`src/rtl/acf_pkg.sv`:
```
package acf_pkg;

    localparam int unsigned ACF_BYTE_W   = 8;
    localparam int unsigned ACF_CODE_CNT = 8;
    localparam int unsigned ACF_ID_CNT   = 4;

    typedef enum logic [1:0] {
        MODE_W32  = 2'b00,
        MODE_W16  = 2'b01,
        MODE_W8   = 2'b10,
        MODE_SHUT = 2'b11
    } acf_mode_e;

    typedef enum logic [1:0] {
        ST_IDLE = 2'b00,
        ST_HIT  = 2'b01,
        ST_MISS = 2'b10
    } acf_state_e;

endpackage

```
`src/rtl/acf_byte_cmp.sv`:
```
module acf_byte_cmp
    import acf_pkg::*;
#(
    parameter int unsigned BYTE_W   = ACF_BYTE_W,
    parameter int unsigned CODE_CNT = ACF_CODE_CNT,
    parameter int unsigned ID_CNT   = ACF_ID_CNT
) (
    input  acf_mode_e                   mode,
    input  logic [ID_CNT*BYTE_W-1:0]    id_bytes,
    input  logic [CODE_CNT*BYTE_W-1:0]  code,
    input  logic [CODE_CNT*BYTE_W-1:0]  mask,
    output logic [CODE_CNT-1:0]         byte_ok
);

    for (genvar j = 0; j < CODE_CNT; j++) begin : g_byte
        localparam int unsigned SEL32 = j % ID_CNT;
        localparam int unsigned SEL16 = j % 2;
        logic [BYTE_W-1:0] id_pick;
        logic [BYTE_W-1:0] diff;

        always_comb begin
            unique case (mode)
                MODE_W32: id_pick = id_bytes[SEL32*BYTE_W +: BYTE_W];
                MODE_W16: id_pick = id_bytes[SEL16*BYTE_W +: BYTE_W];
                default:  id_pick = id_bytes[0 +: BYTE_W];
            endcase
            diff = (id_pick ^ code[j*BYTE_W +: BYTE_W]) & ~mask[j*BYTE_W +: BYTE_W];
            byte_ok[j] = (diff == '0);
        end
    end

endmodule

```
`src/rtl/acf_hit_combine.sv`:
```
module acf_hit_combine
    import acf_pkg::*;
#(
    parameter int unsigned CODE_CNT = ACF_CODE_CNT
) (
    input  acf_mode_e            mode,
    input  logic [CODE_CNT-1:0]  byte_ok,
    output logic [CODE_CNT-1:0]  hits
);

    localparam int unsigned N32 = CODE_CNT / 4;
    localparam int unsigned N16 = CODE_CNT / 2;

    logic [CODE_CNT-1:0] hit32;
    logic [CODE_CNT-1:0] hit16;

    for (genvar f = 0; f < CODE_CNT; f++) begin : g_filt
        if (f < N32) begin : g_w32
            assign hit32[f] = &byte_ok[4*f +: 4];
        end else begin : g_w32_none
            assign hit32[f] = 1'b0;
        end
        if (f < N16) begin : g_w16
            assign hit16[f] = &byte_ok[2*f +: 2];
        end else begin : g_w16_none
            assign hit16[f] = 1'b0;
        end
    end

    always_comb begin
        unique case (mode)
            MODE_W32:  hits = hit32;
            MODE_W16:  hits = hit16;
            MODE_W8:   hits = byte_ok;
            MODE_SHUT: hits = '0;
        endcase
    end

endmodule

```
`src/rtl/acf_prio_enc.sv`:
```
module acf_prio_enc
    import acf_pkg::*;
#(
    parameter int unsigned CODE_CNT = ACF_CODE_CNT,
    localparam int unsigned IDX_W   = $clog2(CODE_CNT)
) (
    input  logic [CODE_CNT-1:0] hits,
    output logic                any_hit,
    output logic [IDX_W-1:0]    idx
);

    always_comb begin
        idx = '0;
        for (int i = CODE_CNT - 1; i >= 0; i--) begin
            if (hits[i]) idx = IDX_W'(i);
        end
        any_hit = |hits;
    end

    always_comb begin
        if (any_hit) begin
            AST_PICKS_SET_BIT: assert (hits[idx]);
            AST_NONE_BELOW: assert ((hits & ((CODE_CNT'(1) << idx) - CODE_CNT'(1))) == '0);
        end
    end

endmodule

```
`src/rtl/id_accept_filter.sv`:
```
module id_accept_filter
    import acf_pkg::*;
#(
    parameter int unsigned BYTE_W   = ACF_BYTE_W,
    parameter int unsigned CODE_CNT = ACF_CODE_CNT,
    parameter int unsigned ID_CNT   = ACF_ID_CNT,
    localparam int unsigned IDX_W   = $clog2(CODE_CNT)
) (
    input  logic                        clk,
    input  logic                        rst_n,
    input  logic                        frame_vld,
    input  logic [ID_CNT*BYTE_W-1:0]    id_bytes,
    input  logic [CODE_CNT*BYTE_W-1:0]  acc_code,
    input  logic [CODE_CNT*BYTE_W-1:0]  acc_mask,
    input  logic [1:0]                  acc_mode,
    output logic                        accept,
    output logic [IDX_W-1:0]            hit_idx
);

    acf_mode_e           mode;
    logic [CODE_CNT-1:0] byte_ok;
    logic [CODE_CNT-1:0] hits;
    logic                any_hit;
    logic [IDX_W-1:0]    win_idx;
    acf_state_e          state_q, state_d;

    assign mode = acf_mode_e'(acc_mode);

    acf_byte_cmp #(.BYTE_W(BYTE_W), .CODE_CNT(CODE_CNT), .ID_CNT(ID_CNT)) u_cmp (
        .mode     (mode),
        .id_bytes (id_bytes),
        .code     (acc_code),
        .mask     (acc_mask),
        .byte_ok  (byte_ok)
    );

    acf_hit_combine #(.CODE_CNT(CODE_CNT)) u_comb (
        .mode    (mode),
        .byte_ok (byte_ok),
        .hits    (hits)
    );

    acf_prio_enc #(.CODE_CNT(CODE_CNT)) u_prio (
        .hits    (hits),
        .any_hit (any_hit),
        .idx     (win_idx)
    );

    always_comb begin
        unique case (state_q)
            ST_IDLE, ST_HIT, ST_MISS: begin
                if (!frame_vld)   state_d = ST_IDLE;
                else if (any_hit) state_d = ST_HIT;
                else              state_d = ST_MISS;
            end
            default: state_d = ST_IDLE;
        endcase
    end

    always_ff @(posedge clk or negedge rst_n) begin
        if (!rst_n) state_q <= ST_IDLE;
        else        state_q <= state_d;
    end

    always_ff @(posedge clk or negedge rst_n) begin
        if (!rst_n)                  hit_idx <= '0;
        else if (state_d == ST_HIT)  hit_idx <= win_idx;
    end

    assign accept = (state_q == ST_HIT);

    AST_ACCEPT_HAS_FRAME: assert property (@(posedge clk) disable iff (!rst_n)
        $rose(accept) |-> $past(frame_vld));
    AST_IDX_HOLDS: assert property (@(posedge clk) disable iff (!rst_n)
        !accept |-> $stable(hit_idx));
    AST_SHUT_REJECTS: assert property (@(posedge clk) disable iff (!rst_n)
        (frame_vld && acc_mode == 2'b11) |=> !accept);
    AST_IDLE_NO_ACCEPT: assert property (@(posedge clk) disable iff (!rst_n)
        !frame_vld |=> !accept);

endmodule

```
`config.mk`:
```
export PLATFORM = sky130hd
export DESIGN_NAME = id_accept_filter
export DESIGN_NICKNAME = d
export VERILOG_FILES = /design/src/rtl/acf_pkg.sv /design/src/rtl/acf_byte_cmp.sv /design/src/rtl/acf_hit_combine.sv /design/src/rtl/acf_prio_enc.sv /design/src/rtl/id_accept_filter.sv
export SDC_FILE = /design/constraint.sdc
export NUM_CORES = 1
export LEC_CHECK = 0
export CAP_MARGIN = 10
export CORE_ASPECT_RATIO = 0.6
export CORE_MARGIN = 4
export CORE_UTILIZATION = 25
export DETAILED_ROUTE_END_ITERATION = 8
export GPL_TIMING_DRIVEN = 0
export SLEW_MARGIN = 40
export SYNTH_ARGS = -nofsm -noshare
export SYNTH_HDL_FRONTEND = slang
export SYNTH_SLANG_ARGS = --single-unit
export TNS_END_PERCENT = 5
```
`constraint.sdc`:
```
create_clock -name clk -period 1.54 [get_ports clk]
set_clock_uncertainty 0.2 [all_clocks]
set_input_delay 0.154 -clock clk [delete_from_list [all_inputs] [get_ports clk]]
set_output_delay 0.154 -clock clk [all_outputs]
set_load 0.01 [all_outputs]
```
==> results of run 1 <==
[metrics by stage]
| step | power, mW | cells | cell area, sq um |
|---|---|---|---|
| 6_report | 2.01 | 555 | 4430 |
| 4_1_cts | 1.93 | 548 | 4240 |
| 2_1_floorplan | 0.724 | 262 | 2060 |
| 5_1_grt | 2.12 | 555 | 4430 |
| 3_5_place_dp | 1.37 | 528 | 3780 |
| 3_3_place_gp | 1.35 | 528 | 3780 |
[power breakdown]
group | switching [mW] | internal, mW
sequential | 0.0240 | 0.172
combinational | 0.558 | 0.823
clock | 0.0871 | 0.343
[layout make-up]
type / instances / share of cell area, %
plain buffers: 13 / 2.60
clock buffers: 4 / 1.78
flip-flops and latches: 5 / 2.83
well taps: 108 / 3.05
repair buffers: 181 / 39.4
inverters: 3 / 0.254
multi-input cells: 241 / 50.1
[placed cells by master (no fill, tap or decap), types with 3 or more instances in the layout]
master           synthesis  routed
or2_2                    3       3
dfrtp_1                  5       5
nor3b_1                  4       3
mux2i_4                  0      17
buf_12                   1       3
xor2_1                  21      21
inv_1                    3       3
mux2i_2                  1       9
o2111ai_2                0       5
buf_4                    1      19
clkdlybuf4s50_1          0     136
mux2i_1                 49      24
nor4_1                   5       4
o2111ai_1                9       4
o21ai_0                  4       3
nor2b_1                 23      23
nand2_1                  6       5
xnor2_1                 34      33
nor3_1                   6       4
clkbuf_16                0       3
dlygate4sd2_1            0      19
o22ai_1                 18      16
nor2_1                  29      28
clkbuf_2                 0       8
[how the worst max path moves through the flow]
stage	depth (start not counted)	slack [ns]	endpoint
floorplan	10	-1.14	hit_idx[2]
global placement	10	-1.71	hit_idx[1]
detailed placement	10	-1.69	hit_idx[1]
CTS	10	-1.19	hit_idx[1]
global route	11	-1.24	hit_idx[1]
finish	11	-1.16	hit_idx[1]
[what timing repair did]
action	CTS	global route
pin swaps	17	14
buffers inserted	15	7
gates resized for setup	76	34
hold buffers	1	0
endpoints found under the hold margin	5	0
setup endpoints to repair	6	5
[cells by family after synthesis]
family | count (synthesis) | synth area share [%]
and+or+nand+nor | 87 | 23.3
xor gates and xnor gates | 55 | 23.5
muxes | 50 | 24.6
AOI/OAI and AO/OA | 49 | 18.0
buffers and inverters | 16 | 4.34
DFF | 5 | 6.12
[registers in the layout, summed over array words and instances, names as in the netlist]
signal	cells
hit_idx	3
state_q	2
[metal layers]
metal / up-vias / share of wire [%] / track usage, %
met5: - / 0 / 0
met4: 0 / 0.30 / 1.20
met3: 2 / 6.5 / 4.69
met2: 91 / 46 / 29.7
met1: 1213 / 48 / 26.7
li1: 1342 / - / -
[Yosys cell counts (all sizes together), types with 2 or more instances]
cell / instances
a21oi: 2
buf: 4
clkbuf: 9
dfrtp: 5
inv: 3
mux2i: 50
nand2: 6
nor2: 30
nor2b: 23
nor3: 6
nor3b: 4
nor4: 5
o2111ai: 9
o21ai: 4
o221ai: 4
o22a: 2
o22ai: 18
o31ai: 2
or2: 3
or3: 2
or4: 3
xnor2: 34
xor2: 21
==> summary.md, run 1 <==
| Metric | Value |
|---|---|
| Max H-tree Level | `1` |
| Worst hold endpoint | `hit_idx[1]` |
| Root buffer selected by CTS | `clkbuf_16` |
| Leading area contributor after synthesis | `mux2i_1` |
| Post-DP HPWL | `8200 um` |
| Yosys top cell area share | `a little under a quarter` |
| Type of origin of the critical path | `input pin` |
| CTS tree | `yes` |
| Setup_tns | `-5.50 ns` |
| # IOs | `169` |
| CP max stage cell | `or4b_4` |
| CTS Buf Count | `3` |
| Status | `finished, violations left` |
| Max Cap Violations | `0` |
| Antenna violations before repair | `0` |
| Failing checks | `negative setup slack` |
| Grt ovf | `0` |
| Static Leak | `about 1.6 nW` |
| Worst min path class | `flop to flop` |
| Worst vdd ir | `about 0.32 mV` |
| Chip Width | `approximately 120 um` |
| Synth Instances | `between 200 and 300` |
| Hold slack | `between 0.2 and 0.3 ns` |
| Dominant synthesized flop cell | `dfrtp_1` |
| Fin. Hold Viols | `0` |
| Clk buf depth | `2` |
| WS Path Type | `input pin to flop` |
| Post-synth cell types | `42` |
| Family with the most delay on the worst path | `simple AND/OR/NAND/NOR gates` |
| Final setup fails | `5` |
| 1st-iter DRT viols | `roughly 80` |
| Syn_nets | `~430` |
| Worst-margin pin slew | `between 0.5 and 0.6 ns` |
| Synthesized cell area | `slightly above 2000 sq um` |
| Worst slack, placed | `-1.69 ns` |
| Post-synth ARST share | `between 90% and 100%` |
| Worst Hold Launch | `hit_idx[1]` |
| Via Count | `2648` |
| Layout cells sized above 1 | `20.8%` |
| All-layer global routing usage | `18.7%` |
| Critical Path Source | `acc_mode[0]` |
| Final Max Slew Viols | `0` |
| Final net count | `about 610` |
| Crit share post-route | `175%` |
| DR pass1 iterations | `4` |
| Number of flops mapped to enable cells by yosys | `0` |
| Die H | `a little under 80 um` |
| Syn Area/Cell | `around 7.8 sq um` |
| CP Max Fanout | `6` |
| First-pass GRT wire length | `14600 um` |
| Synth top area cells | `mux2i_1 24%, xnor2_1 15%, xor2_1 9.0%` |
| Die area | `~9700 sq um` |
| Fin crit period | `roughly 2.7 ns` |
| Register area | `about 130 sq um` |
| #FFs+latches synth | `5` |
| PD cells | `453 nW/um^2` |
| Vias in the first global route | `approximately 2.8k` |
| Synth warnings | `0` |
| CTS clk-pin slew, worst paths | `~0.030 ns` |
| Largest net degree at the start of global routing | `11` |
| Sequential cell area fraction in the yosys report | `6.12%` |
| Synth-to-Final Area Change | `116%` |
| RR Startpoint | `state_q[1]` |
| Reg2Reg Setup Slack | `0.23 ns` |
| Residual DRC | `0` |
| Initial core utilization | `between 20% and 30%` |
| CP required | `approximately 1.5 ns` |
| Crit end category | `flop` |
| Drt total wl | `9730 um` |
| Hold Path Depth | `1` |
| DRT antenna net count | `0` |
| Area occupied by multi-input gates | `~2200 sq um` |
| Slew margin rel. | `between 60% and 70%` |
| Core ar. | `a little under 8000 sq um` |
| # diodes | `0` |
| CP max stage delay | `~0.5 ns` |
| Reg2Reg Depth | `3` |
| Routability cong. | `0.866` |
| Most Frequent Cell on Critical Path | `buf_12` |
| CP bufs+invs | `3` |
| CP arrival | `between 2 and 3 ns` |
| Worst Setup Slack, final | `-1.16 ns` |
| Fmax | `371 MHz` |
| Drt wl/cell | `about 18 um` |
| Clk sinks | `5` |
| I/O Buffers | `~160` |
| Fillers | `around 730` |
| Worst-Skew Late Latency | `between 0.2 and 0.25 ns` |
| RSZ-0062 raised after global routing | `yes` |
| RR Endpoint | `state_q[1]` |
| FP Rows | `25` |
| Final core utilization | `between 50 and 60%` |
| Via/cell ratio | `4.77` |
| Critical-path cell list | `buf_12, buf_12, buf_2, mux2i_4, xnor2_1, a22oi_2, or3b_4, or4b_4, o221ai_4, a311oi_2, o22a_1` |
Note: power is estimated with default switching activity, not from simulation.
==> inputs of run 2 (changes only) <==
--- a/config.mk
+++ b/config.mk
@@ -11,6 +11,7 @@
 export CORE_UTILIZATION = 25
 export DETAILED_ROUTE_END_ITERATION = 8
 export GPL_TIMING_DRIVEN = 0
+export REMOVE_ABC_BUFFERS = 1
 export SLEW_MARGIN = 40
 export SYNTH_ARGS = -nofsm -noshare
 export SYNTH_HDL_FRONTEND = slang
==> run 2 against run 1 <==
The flow still finishes with violations (negative setup slack). Maximum frequency is 3.4% higher. Flip-flop and latch count stayed put. First-iteration DRC count is 7.6% lower. Sequential power about the same. Via count grew 0.76%. Non-clock buffer count is 4 lower. Power down 2.0%. Final area decreased by 0.59%. Combinational power about the same. Largest cell class unchanged.
==> summary.md, run 2 (synthesis gave the netlist of run 1 again) <==
| Metric | Value |
|---|---|
| Type of origin of the critical path | `input pin (unchanged)` |
| Max H-tree Level | `1 (unchanged)` |
| Family with the most delay on the worst path | `simple AND/OR/NAND/NOR gates (unchanged)` |
| Final non-filler cell total | `551 (was 555)` |
| CP required | `1.45 ns (about the same)` |
| Worst vdd ir | `0.298 mV (was 0.319 mV)` |
| Via/cell ratio | `4.84 (was 4.77)` |
| PD cells | `447 nW/um^2 (was 453 nW/um^2)` |
| Initial core utilization | `25.8% (unchanged)` |
| Setup_tns | `-5.19 ns (was -5.50 ns)` |
| Final Max Slew Viols | `0 (unchanged)` |
| Hold slack | `0.291 ns (was 0.298 ns)` |
| Die H | `78.1 um (unchanged)` |
| Max reg flops | `3 (unchanged)` |
| CP arrival | `2.52 ns (was 2.60 ns)` |
| CTS clk-pin slew, worst paths | `0.03 ns (about the same)` |
| Slew margin rel. | `58.2% (was 60.6%)` |
| Die area | `9740 sq um (unchanged)` |
| CP bufs+invs | `2 (was 3)` |
| Via Count | `2668 (was 2648)` |
| Reg2Reg Depth | `4 (was 3)` |
| Worst-margin pin slew | `0.622 ns (was 0.586 ns)` |
| Static Leak | `1.65 nW (about the same)` |
| CP max stage cell | `or4b_4 (unchanged)` |
| Chip Width | `125 um (unchanged)` |
| DRT antenna net count | `0 (unchanged)` |
| Root buffer selected by CTS | `clkbuf_16 (unchanged)` |
| Crit share post-route | `169% (was 175%)` |
| Hold Path Depth | `1 (unchanged)` |
| Commonest non-fill, non-tap cell in the layout | `clkdlybuf4s50_1 (unchanged)` |
| Fin. Hold Viols | `0 (unchanged)` |
| Fillers | `734 (was 728)` |
| All-layer global routing usage | `19.7% (was 18.7%)` |
| FP Rows | `25 (unchanged)` |
| Worst Setup Slack, final | `-1.07 ns (was -1.16 ns)` |
| Worst slack, placed | `-2.43 ns (was -1.69 ns)` |
| Layout cells sized above 1 | `18.1% (was 20.8%)` |
| CTS tree | `yes (unchanged)` |
| Drt wl/cell | `18.1 um (was 17.5 um)` |
| Clk sinks | `5 (unchanged)` |
| Post-DP HPWL | `8350 um (was 8200 um)` |
| Failing checks | `negative setup slack (unchanged)` |
| Vias in the first global route | `2881 (was 2780)` |
| CTS Buf Count | `3 (unchanged)` |
| Final net count | `609 (was 613)` |
| Status | `finished, violations left (unchanged)` |
| Cell depth of the worst setup path | `11 (unchanged)` |
| DR pass1 iterations | `4 (unchanged)` |
| Antenna violations before repair | `0 (unchanged)` |
| CP max stage delay | `0.50 ns (about the same)` |
| # IOs | `169 (unchanged)` |
| Worst-Skew Late Latency | `0.23 ns (was 0.22 ns)` |
| Crit end category | `flop (unchanged)` |
| Fmax | `384 MHz (was 371 MHz)` |
| Residual DRC | `0 (unchanged)` |
| I/O Buffers | `168 (was 158)` |
| Biggest register | `hit_idx (unchanged)` |
| First-pass GRT wire length | `15100 um (was 14600 um)` |
| Fin crit period | `2.61 ns (was 2.70 ns)` |
| Final core utilization | `55.6% (was 56.0%)` |
| RSZ-0062 raised after global routing | `yes (unchanged)` |
| Max Cap Violations | `0 (unchanged)` |
| Largest net degree at the start of global routing | `15 (was 11)` |
| CP Max Fanout | `8 (was 6)` |
| Critical-path cell list | `buf_16, nor2_4, buf_8, mux2i_4, mux2i_1, o2111ai_2, nor2_1, or4b_4, o221ai_4, nor3b_2, o22a_1 (was buf_12, buf_12, buf_2, mux2i_4, xnor2_1, a22oi_2, or3b_4, or4b_4, o221ai_4, a311oi_2, o22a_1)` |
| Final setup fails | `5 (unchanged)` |
| Worst min path class | `flop to flop (unchanged)` |
| 1st-iter DRT viols | `73 (was 79)` |
| Fin area | `4400 sq um (was 4430 sq um)` |
| Top Registers | `hit_idx x3, state_q x2 (unchanged)` |
| Placed Area | `3780 sq um (about the same)` |
| Drt total wl | `9980 um (was 9730 um)` |
| Synth-to-Final Area Change | `115% (was 116%)` |
| Clk buf depth | `2 (unchanged)` |
| Tot Pwr | `1.97 mW (was 2.01 mW)` |
| WS Path Type | `input pin to flop (unchanged)` |
| Grt ovf | `0 (unchanged)` |
| Routability cong. | `0.941 (was 0.866)` |
| Placed instance count | `525 (was 528)` |
| # diodes | `0 (unchanged)` |
| Most frequent cells in the layout | `135 x clkdlybuf4s50_1, 34 x xnor2_1, 29 x nor2_1 (was 136 x clkdlybuf4s50_1, 33 x xnor2_1, 28 x nor2_1)` |
| Core ar. | `7910 sq um (unchanged)` |
run 2: cell types whose count changed in the layout (fill, tap and decap cells not counted), sizes merged:
cell           previous run  this run
buf                      26        22
bufbuf                    0         1
clkbuf                   13         4
clkdlybuf4s15             2         8
clkdlybuf4s50           136       135
dlygate4sd2              19        23
dlymetal6s2s              1         0
run 2: worst reg2reg max path, stage by stage (launching register included):
cell	delay, ns
dfrtp_1	0.33
nand2_1	0.05
nand2_1	0.22
mux2i_1	0.22
o211a_1	0.15
run 2: final timing paths:
path / startpoint / endpoint / slack (ns)
worst max-delay path: acc_mode[0] / hit_idx[2] / -1.07
worst min-delay path: hit_idx[2] / hit_idx[2] / 0.29
worst max register to register: state_q[1] / hit_idx[0] / 0.29
worst min register to register: hit_idx[2] / hit_idx[2] / 0.29
max in group asynchronous: rst_n / hit_idx[2] / 0.45
min in group asynchronous: rst_n / state_q[1] / 0.50
run 2: layout make-up:
cell class                 count  area [sq um]  share of cell area (%)
clock buffer                   4          78.8                    1.79
tap                          108           135                    3.07
multi-input combinational    241          2120                    48.2
inverter                       3          11.3                   0.256
timing repair buffer         190          1930                    43.9
sequential                     5           125                    2.84
run 2: metal layers:
metal,track usage (%),part of all wire [%]
met5,0,0
met4,2.08,0.63
met3,6.46,10
met2,31.0,44
met1,27.1,46
run 2: what timing repair did:
item,in CTS,in global routing
hold endpoints to repair,5,0
pin swaps,18,7
hold buffers,1,0
cloned,1,0
setup endpoints to repair,6,5
buffers inserted,18,2
gates resized for setup,111,7
run 2: where the power goes:
part / switching [mW] / internal (mW)
registers: 0.0224 / 0.172
logic: 0.527 / 0.820
clock network: 0.0828 / 0.343
==> inputs of run 3 (changes only) <==
--- a/config.mk
+++ b/config.mk
@@ -11,6 +11,7 @@
 export CORE_UTILIZATION = 25
 export DETAILED_ROUTE_END_ITERATION = 8
 export GPL_TIMING_DRIVEN = 0
+export PLACE_DENSITY = 0.63
 export REMOVE_ABC_BUFFERS = 1
 export SLEW_MARGIN = 40
 export SYNTH_ARGS = -nofsm -noshare
==> run 3 against run 2 <==
Wire length up 8.5%. Critical endpoint is now hit_idx[0]. The flow still finishes with violations (negative setup slack). Worst setup slack worse by 0.069 ns. Clock-buffer cell count unchanged. Largest cell class unchanged. Die area unchanged. Cell count rose by 1.5%.
==> summary.md, run 3 (synthesis gave the netlist of run 1 again) <==
| Metric | Value |
|---|---|
| Worst vdd ir | `0.313 mV (was 0.298 mV)` |
| Register area | `125 sq um (unchanged)` |
| CTS Buf Count | `3 (unchanged)` |
| Residual DRC | `0 (unchanged)` |
| Critical-path cell list | `clkdlybuf4s50_1, xnor2_2, o22ai_2, buf_4, buf_4, nor4_1, a211oi_1, o311ai_1, nand3b_1, o211a_1 (was buf_16, nor2_4, buf_8, mux2i_4, mux2i_1, o2111ai_2, nor2_1, or4b_4, o221ai_4, nor3b_2, o22a_1)` |
| Most frequent cells in the layout | `135 x clkdlybuf4s50_1, 32 x xnor2_1, 28 x nor2_1 (was 135 x clkdlybuf4s50_1, 34 x xnor2_1, 29 x nor2_1)` |
| CP bufs+invs | `3 (was 2)` |
| Max H-tree Level | `1 (unchanged)` |
| RSZ-0062 raised after global routing | `yes (unchanged)` |
| Synth-to-Final Area Change | `124% (was 115%)` |
| Fin area | `4590 sq um (was 4400 sq um)` |
| CP required | `1.45 ns (about the same)` |
| Placed Area | `3780 sq um (unchanged)` |
| Area occupied by multi-input gates | `2250 sq um (was 2120 sq um)` |
| Static Leak | `1.71 nW (was 1.65 nW)` |
| Post-DP HPWL | `8530 um (was 8350 um)` |
| Drt wl/cell | `19.4 um (was 18.1 um)` |
| I/O Buffers | `168 (unchanged)` |
| RR Endpoint | `state_q[1] (was hit_idx[0])` |
| Worst-Skew Late Latency | `0.23 ns (about the same)` |
| Biggest register | `hit_idx (unchanged)` |
| CP max stage cell | `nor4_1 (was or4b_4)` |
| Max Cap Violations | `0 (unchanged)` |
| Slew margin rel. | `50.9% (was 58.2%)` |
| DR pass1 iterations | `4 (unchanged)` |
| Via Count | `2797 (was 2668)` |
| FP Rows | `25 (unchanged)` |
| Root buffer selected by CTS | `clkbuf_16 (unchanged)` |
| Final setup fails | `5 (unchanged)` |
| Largest net degree at the start of global routing | `14 (was 15)` |
| Fin crit period | `2.68 ns (was 2.61 ns)` |
| All-layer global routing usage | `21.1% (was 19.7%)` |
| Core ar. | `7910 sq um (unchanged)` |
| 1st-iter DRT viols | `148 (was 73)` |
| Via/cell ratio | `5.00 (was 4.84)` |
| CP arrival | `2.59 ns (was 2.52 ns)` |
| Hold slack | `0.293 ns (was 0.291 ns)` |
| Clk buf depth | `2 (unchanged)` |
| Worst-margin pin slew | `0.730 ns (was 0.622 ns)` |
| Clk sinks | `5 (unchanged)` |
| Final net count | `617 (was 609)` |
| Family with the most delay on the worst path | `compound AO/OA/AOI/OAI gates (was simple AND/OR/NAND/NOR gates)` |
| Status | `finished, violations left (unchanged)` |
| PD cells | `454 nW/um^2 (was 447 nW/um^2)` |
| First-pass GRT wire length | `16400 um (was 15100 um)` |
| Tot Pwr | `2.08 mW (was 1.97 mW)` |
| Fin. Hold Viols | `0 (unchanged)` |
| Die area | `9740 sq um (unchanged)` |
| Grt ovf | `0 (unchanged)` |
| Type of origin of the critical path | `input pin (unchanged)` |
| Final core utilization | `58.0% (was 55.6%)` |
| Sequential share of power | `9.4% (was 9.9%)` |
| Switch share | `33.3% (was 32.1%)` |
| CTS clk-pin slew, worst paths | `0.03 ns (about the same)` |
| CP max stage delay | `0.61 ns (was 0.50 ns)` |
| Max reg flops | `3 (unchanged)` |
| # diodes | `0 (unchanged)` |
| Reg2Reg Depth | `3 (was 4)` |
| Worst min path class | `flop to flop (unchanged)` |
| Chip Width | `125 um (unchanged)` |
| # IOs | `169 (unchanged)` |
| Vias in the first global route | `3089 (was 2881)` |
| Most Frequent Cell on Critical Path | `buf_4` |
| RR Startpoint | `state_q[1] (unchanged)` |
| Crit end category | `flop (unchanged)` |
| Crit share post-route | `174% (was 169%)` |
| Commonest non-fill, non-tap cell in the layout | `clkdlybuf4s50_1 (unchanged)` |
| WS Path Type | `input pin to flop (unchanged)` |
| Worst Setup Slack, final | `-1.14 ns (was -1.07 ns)` |
| CTS tree | `yes (unchanged)` |
| Fillers | `677 (was 734)` |
| Failing checks | `negative setup slack (unchanged)` |
| Critical Path End | `hit_idx[0] (was hit_idx[2])` |
| Initial core utilization | `25.8% (unchanged)` |
| Reg2Reg Setup Slack | `0.27 ns (was 0.29 ns)` |
| Final Max Slew Viols | `0 (unchanged)` |
| Drt total wl | `10800 um (was 9980 um)` |
| Fmax | `374 MHz (was 384 MHz)` |
| DRT antenna net count | `0 (unchanged)` |
| Switching pwr | `693 uW (was 632 uW)` |
| Die H | `78.1 um (unchanged)` |
| Top Registers | `hit_idx x3, state_q x2 (unchanged)` |
| Layout cells sized above 1 | `22.4% (was 18.1%)` |
| Cell depth of the worst setup path | `10 (was 11)` |
| Antenna violations before repair | `0 (unchanged)` |
| Int Pwr | `1.39 mW (was 1.34 mW)` |
| Critical Path Source | `acc_code[39] (was acc_mode[0])` |
| Logic gate share of total power | `69.8% (was 68.5%)` |
| Routability cong. | `0.879 (was 0.941)` |
| CP Max Fanout | `2 (was 8)` |
| Clock share of power | `20.9% (was 21.6%)` |
-- run 3: changes by cell type in the layout (fill, tap and decap cells not counted), moves of 3 or more --
cell / before / now
buf_4: 15 / 23
mux2i_4: 12 / 18
mux2i_1: 27 / 24
mux2i_2: 11 / 8
-- run 3: final cells by class --
class | count | share of cell area [%]
tap | 108 | 2.94
multi-input combinational | 241 | 49.0
inverter | 3 | 0.245
timing repair buffer | 198 | 43.4
clock buffer | 4 | 1.72
sequential | 5 | 2.73
-- run 3: through the flow --
stage / cells / TNS [ns] / worst slack, ns
final: 559 / -5.35 / -1.14
after global routing: 559 / -5.59 / -1.15
after CTS: 558 / -5.12 / -1.08
after detailed placement: 525 / -11.84 / -2.45
after global placement: 525 / -13.36 / -2.76
after floorplan: 249 / -4.50 / -0.980
-- run 3: how the worst min path moves through the flow --
stage | startpoint | endpoint | slack, ns | depth (start not counted)
CTS | hit_idx[2] | hit_idx[2] | 0.30 | 1
detailed placement | rst_n | state_q[0] | 0.19 | 1
finish | hit_idx[2] | hit_idx[2] | 0.29 | 1
floorplan | rst_n | hit_idx[0] | -0.34 | 0
global placement | rst_n | state_q[0] | 0.19 | 1
global route | hit_idx[1] | hit_idx[1] | 0.31 | 1
-- run 3: per-layer routing --
layer	global-route usage (%)	wire length, um
met1	27.6	4550
met2	35.3	4920
met3	6.32	1270
met4	3.39	90
met5	0	0
-- run 3: power groups by stage --
stage               sequential (mW)  clock (mW)  combinational [mW]
floorplan                     0.209           0               0.461
global placement              0.197           0                1.16
global route                  0.199       0.449                1.55
detailed placement            0.197           0                1.17
finish                        0.195       0.435                1.45
CTS                           0.196       0.441                1.39
-- run 3: timing repair --
action | CTS | global route
endpoints found under the setup margin | 6 | 5
hold endpoints to repair | 5 | 0
hold buffers | 1 | 0
setup buffers | 26 | 1
gates cloned | 2 | 0
resized for setup | 117 | 24
pin swaps | 20 | 8
